File: config.mk
export PLATFORM = sky130hd
export DESIGN_NAME = evtcap_unit
export DESIGN_NICKNAME = d
export VERILOG_FILES = /design/src/rtl/evtcap_pkg.sv /design/src/rtl/evtcap_sync.sv /design/src/rtl/evtcap_filter.sv /design/src/rtl/evtcap_latch.sv /design/src/rtl/evtcap_unit.sv
export SDC_FILE = /design/constraint.sdc
export NUM_CORES = 1
export LEC_CHECK = 0
export BUFFER_PORTS_ARGS = -buffer_cell sky130_fd_sc_hd__buf_2
export CAP_MARGIN = 10
export CORE_UTILIZATION = 42
export DETAILED_ROUTE_END_ITERATION = 10
export PLACE_DENSITY_LB_ADDON = 0.25
export REMOVE_ABC_BUFFERS = 1
export SETUP_SLACK_MARGIN = 0.4
export SYNTH_ARGS = -nofsm -noshare
export SYNTH_HDL_FRONTEND = slang
export SYNTH_SLANG_ARGS = --single-unit
File: constraint.sdc
create_clock -name clk -period 1.7 [get_ports clk]
set_clock_uncertainty 0.2 [all_clocks]
set_input_delay 0.085 -clock clk [delete_from_list [all_inputs] [get_ports clk]]
set_output_delay 0.085 -clock clk [all_outputs]
set_load 0.01 [all_outputs]
File: src/rtl/evtcap_pkg.sv
package evtcap_pkg;
  typedef enum logic {SRC_PIN = 1'b0, SRC_CMP = 1'b1} evt_src_e;
  localparam int unsigned NUM_SRC = 2;
endpackage

File: src/rtl/evtcap_sync.sv
module evtcap_sync #(
  parameter int unsigned STAGES = 2
) (
  input  logic clk,
  input  logic rst,
  input  logic d_async,
  output logic q
);
  logic [STAGES-1:0] chain;

  always_ff @(posedge clk) begin
    if (rst) chain <= '0;
    else     chain <= {chain[STAGES-2:0], d_async};
  end

  assign q = chain[STAGES-1];
endmodule

File: src/rtl/evtcap_filter.sv
module evtcap_filter #(
  parameter int unsigned DEPTH = 4
) (
  input  logic clk,
  input  logic rst,
  input  logic d,
  output logic q
);
  localparam int unsigned HW = DEPTH - 1;

  logic [HW-1:0] hist;
  logic [DEPTH-1:0] window;
  logic all_hi, all_lo;

  assign window = {hist, d};
  assign all_hi = &window;
  assign all_lo = ~|window;

  always_ff @(posedge clk) begin
    if (rst) begin
      hist <= '0;
      q    <= 1'b0;
    end else begin
      hist <= window[HW-1:0];
      if (all_hi)      q <= 1'b1;
      else if (all_lo) q <= 1'b0;
    end
  end
endmodule

File: src/rtl/evtcap_latch.sv
module evtcap_latch #(
  parameter int unsigned CNT_W = 16
) (
  input  logic             clk,
  input  logic             rst,
  input  logic             level,
  input  logic             edge_rise,
  input  logic             cap_block,
  input  logic [CNT_W-1:0] cnt_val,
  input  logic             flag_clr,
  input  logic             irq_ack,
  output logic [CNT_W-1:0] cap_val,
  output logic             cap_flag
);
  logic prev_q;
  logic hit;

  assign hit = (level != prev_q) && (level == edge_rise) && !cap_block;

  always_ff @(posedge clk) begin
    if (rst) begin
      prev_q   <= 1'b0;
      cap_val  <= '0;
      cap_flag <= 1'b0;
    end else begin
      prev_q <= level;
      if (hit) cap_val <= cnt_val;
      cap_flag <= hit | (cap_flag & ~(flag_clr | irq_ack));
    end
  end
endmodule

File: src/rtl/evtcap_unit.sv
module evtcap_unit
  import evtcap_pkg::*;
#(
  parameter int unsigned CNT_W       = 16,
  parameter int unsigned SYNC_STAGES = 2,
  parameter int unsigned FILT_DEPTH  = 4
) (
  input  logic             clk,
  input  logic             rst,
  input  logic             pin_in,
  input  logic             cmp_in,
  input  logic             src_sel,
  input  logic             filt_en,
  input  logic             edge_rise,
  input  logic             cap_block,
  input  logic             irq_en,
  input  logic [CNT_W-1:0] cnt_val,
  input  logic             flag_clr,
  input  logic             irq_ack,
  output logic [CNT_W-1:0] cap_val,
  output logic             cap_flag,
  output logic             irq
);
  logic [NUM_SRC-1:0] raw_vec;
  logic [NUM_SRC-1:0] syn_vec;
  logic sel_lvl, filt_lvl, det_lvl;

  assign raw_vec[SRC_PIN] = pin_in;
  assign raw_vec[SRC_CMP] = cmp_in;

  for (genvar i = 0; i < NUM_SRC; i++) begin : g_sync
    evtcap_sync #(.STAGES(SYNC_STAGES)) u_sync (
      .clk(clk), .rst(rst), .d_async(raw_vec[i]), .q(syn_vec[i])
    );
  end

  assign sel_lvl = (evt_src_e'(src_sel) == SRC_CMP) ? syn_vec[SRC_CMP] : syn_vec[SRC_PIN];

  evtcap_filter #(.DEPTH(FILT_DEPTH)) u_filt (
    .clk(clk), .rst(rst), .d(sel_lvl), .q(filt_lvl)
  );

  assign det_lvl = filt_en ? filt_lvl : sel_lvl;

  evtcap_latch #(.CNT_W(CNT_W)) u_latch (
    .clk(clk), .rst(rst), .level(det_lvl), .edge_rise(edge_rise),
    .cap_block(cap_block), .cnt_val(cnt_val), .flag_clr(flag_clr),
    .irq_ack(irq_ack), .cap_val(cap_val), .cap_flag(cap_flag)
  );

  assign irq = cap_flag & irq_en;
endmodule

==> summary.txt <==
Synth-to-Final Area Change: 46.88%
Syn Std Cell Area: 0.001124 mm²
port buffer count: 44
Nets: 205
clock sink total: 26
Max transition margin: 0.6561
clock share of power: 0.283
Gate power share: 0.134
layout cells sized above 1: 0.3446
final slew viol count: 0
HPWL after detailed placement: 1393 µm
cell count after synthesis: 108
first-pass GRT wire length: 3477 µm
Hold EP: u_filt.hist[0]
worst r2r dst: u_latch.cap_flag
CP Capture Type: flip-flop
Final Cycle Share: 0.9127
number of diodes: 0
DR vias: 950
clock-pin slew on the worst setup and hold paths: 130 ps
CP startpoint kind: flip-flop
internal cell power: 843.0 µW
TritonRoute pass-1 iters: 4
Final min period: 1552 ps
HP Start: src_sel
final hold violation count: 0
Reg power frac: 0.583
maximum VDD drop: 0.0004382 V
DIE HEIGHT: 53.72 µm
post-DR vias/cell: 4.589
status: complete, no violations
Critical Path AT: 1580 ps
clk root buf: clkbuf_4
clk buf depth: 2
syn_area_per_cell: 10.40 µm²
Detail Route Antenna Nets: 0
R2R cell count: 5
Reg-to-Reg Start: u_latch.prev_q
Leak: 0.0007113 µW
CP Max Fanout: 15
largest family of logic cells by synthesized area: simple AND/OR/NAND/NOR gates
CTS tree: built
final setup violation count: 0
Compound-Gate Fraction of Synth Area: 0.05345
post-synthesis mux area share: 0.1626
Placed Area: 0.001374 mm²
fin cells: 207
sw power: 230.6 µW
crit path kind: flip-flop to flip-flop
per-cell routed wire length: 10.89 µm
worst hold stages: 4
core area: 0.002500 mm²
num rows: 18
Seq/Total Area, Yosys: 0.4633
H-Tree Depth: 1
fmax: 644.5 MHz
final wirelength: 2254 µm
max_cap viols: 0
Reg2Reg Setup Slack: 150 ps
IO Count: 45
clk_lat worst skew: 320 ps
Initial Util: 0.4494
worst slew pin tran: 515.8 ps
Post-Route Setup TNS: 0 ps
GRT overflow: 0
Simple-Gate Fraction of Synth Area: 0.2895
switch share: 0.2148
die width: 53.72 µm
Post-Synth XOR/XNOR Area: 0
DRC: 0
largest net degree at the start of global routing: 43
RSZ-0062 raised after global routing: yes
Inst Count DP: 179
gp weighted congestion: 0.6788
number of global-route vias before repair: 856
Worst Hold Class: primary input to flip-flop
final instance area: 0.001650 mm²
Synth Register Bits: 26
TritonCTS buffer count: 3
post-synthesis cell type count: 18
DIE AREA: 0.002886 mm²
yosys synthesis warning count: 0
critical path required time: 1730 ps
area share of fa/ha/maj cells after synthesis: 0
initial antenna violation count: 0
PwrDens: 650.5 mW/mm²
GRT Overall Usage: 0.1707
Initial DRC Count: 11
==> flip-flops by register name (all words and copies together), names as in the netlist <==
name                 count
g_sync.u_sync.chain      4
u_latch.prev_q           1
u_filt.q                 1
u_latch.cap_val         16
u_latch.cap_flag         1
u_filt.hist              3
==> critical path: stages (launching register included) <==
cell      delay (ps)
dfxtp_2          370
and2b_1          200
a21oi_2          180
o221ai_4         130
buf_12           180
o21ba_2          200
==> cells in the mapped netlist <==
| cell type | n | area (µm²) |
|---|---|---|
| and2_1 | 1 | 6.260 |
| o21ai_0 | 1 | 5.000 |
| a21oi_2 | 1 | 8.760 |
| o221ai_4 | 1 | 26.28 |
| nand2b_1 | 33 | 206.5 |
| dfxtp_1 | 26 | 520.5 |
| clkbuf_1 | 4 | 15.01 |
| o21ba_2 | 1 | 10.01 |
| mux2i_4 | 1 | 22.52 |
| nor2_1 | 6 | 22.52 |
| nand2_1 | 4 | 15.01 |
| a21oi_1 | 2 | 10.01 |
| nor3b_1 | 2 | 15.01 |
| mux2i_1 | 16 | 160.2 |
| and2b_1 | 1 | 7.510 |
| buf_12 | 1 | 20.02 |
| nor2b_1 | 6 | 37.54 |
| nand4b_2 | 1 | 15.01 |
==> power groups by stage <==
stage                     Clock (µW)  Combinational (µW)  Sequential (µW)
after floorplan                    0                46.4              641
after global placement             0                97.6              639
after detailed placement           0                 102              640
after CTS                        316                 142              626
after global routing             347                 158              628
final                            304                 143              626
==> per-layer routing <==
metal	part of all wire	wire length, µm	global-route usage
met2	0.52	1175	0.3045
met1	0.42	955	0.1924
met3	0.042	94	0.02542
met4	0.012	28	0.09211
met5	0	0	0
==> kinds of logic (layout without fill, tap and decap cells) <==
kind of cell | after synthesis | in the layout
compound gates | 6 | 6
mux | 17 | 17
simple gates | 54 | 54
flops | 26 | 26
buf+inv | 5 | 74
==> worst max path at each step <==
stage,depth (start not counted),start,end,slack (ps)
after floorplan,4,u_filt.q,u_latch.cap_val[0],70
after global placement,5,u_latch.prev_q,u_latch.cap_flag,140
after detailed placement,5,u_latch.prev_q,u_latch.cap_flag,80
after CTS,5,u_latch.prev_q,u_latch.cap_flag,150
after global routing,5,u_latch.prev_q,u_latch.cap_val[8],100
final,5,u_latch.prev_q,u_latch.cap_flag,150
==> cell usage in the layout (no fill, tap or decap) <==
cell type | netlist | layout
a21oi_2 | 1 | 1
nor2b_1 | 6 | 6
clkbuf_4 | 0 | 3
buf_4 | 0 | 4
o21ai_0 | 1 | 1
o21ba_2 | 1 | 1
a21oi_1 | 2 | 2
nor3b_1 | 2 | 1
nand4b_2 | 1 | 1
o221ai_4 | 1 | 1
dfxtp_2 | 0 | 2
and2_1 | 1 | 1
dlygate4sd3_1 | 0 | 21
buf_12 | 1 | 1
mux2i_4 | 1 | 1
nand2b_1 | 33 | 33
nor3b_2 | 0 | 1
nor2_1 | 6 | 6
clkbuf_8 | 0 | 1
and2b_1 | 1 | 1
dfxtp_1 | 26 | 24
buf_2 | 0 | 44
mux2i_1 | 16 | 16
nand2_1 | 4 | 4
==> metrics by stage <==
step / hold WS, ps / util / worst slack (ps) / power (µW)
finish: 4.057 / 0.6602 / 148.5 / 1074
global route: 10.37 / 0.6602 / 103.2 / 1133
CTS: -8.949 / 0.6597 / 146.2 / 1085
detailed placement: 105.8 / 0.5496 / 82.17 / 741.2
global placement: 94.34 / 0.5496 / 141.0 / 736.6
floorplan: -45.93 / - / 65.87 / 687.9
==> final cells by class <==
type	count	area (µm²)
multi-input cells	77	573.1
well taps	30	37.54
flip-flops and latches	26	523.0
clock buffers	4	36.28
repair buffers	70	480.5
fillers	207	849.6
==> repair_timing <==
item,4_1_cts,5_1_grt
hold buffers,21,0
setup buffers,3,0
endpoints found under the hold margin,21,0
endpoints found under the setup margin,17,18
gates resized for setup,2,1
(Power assumes the default switching activity.)
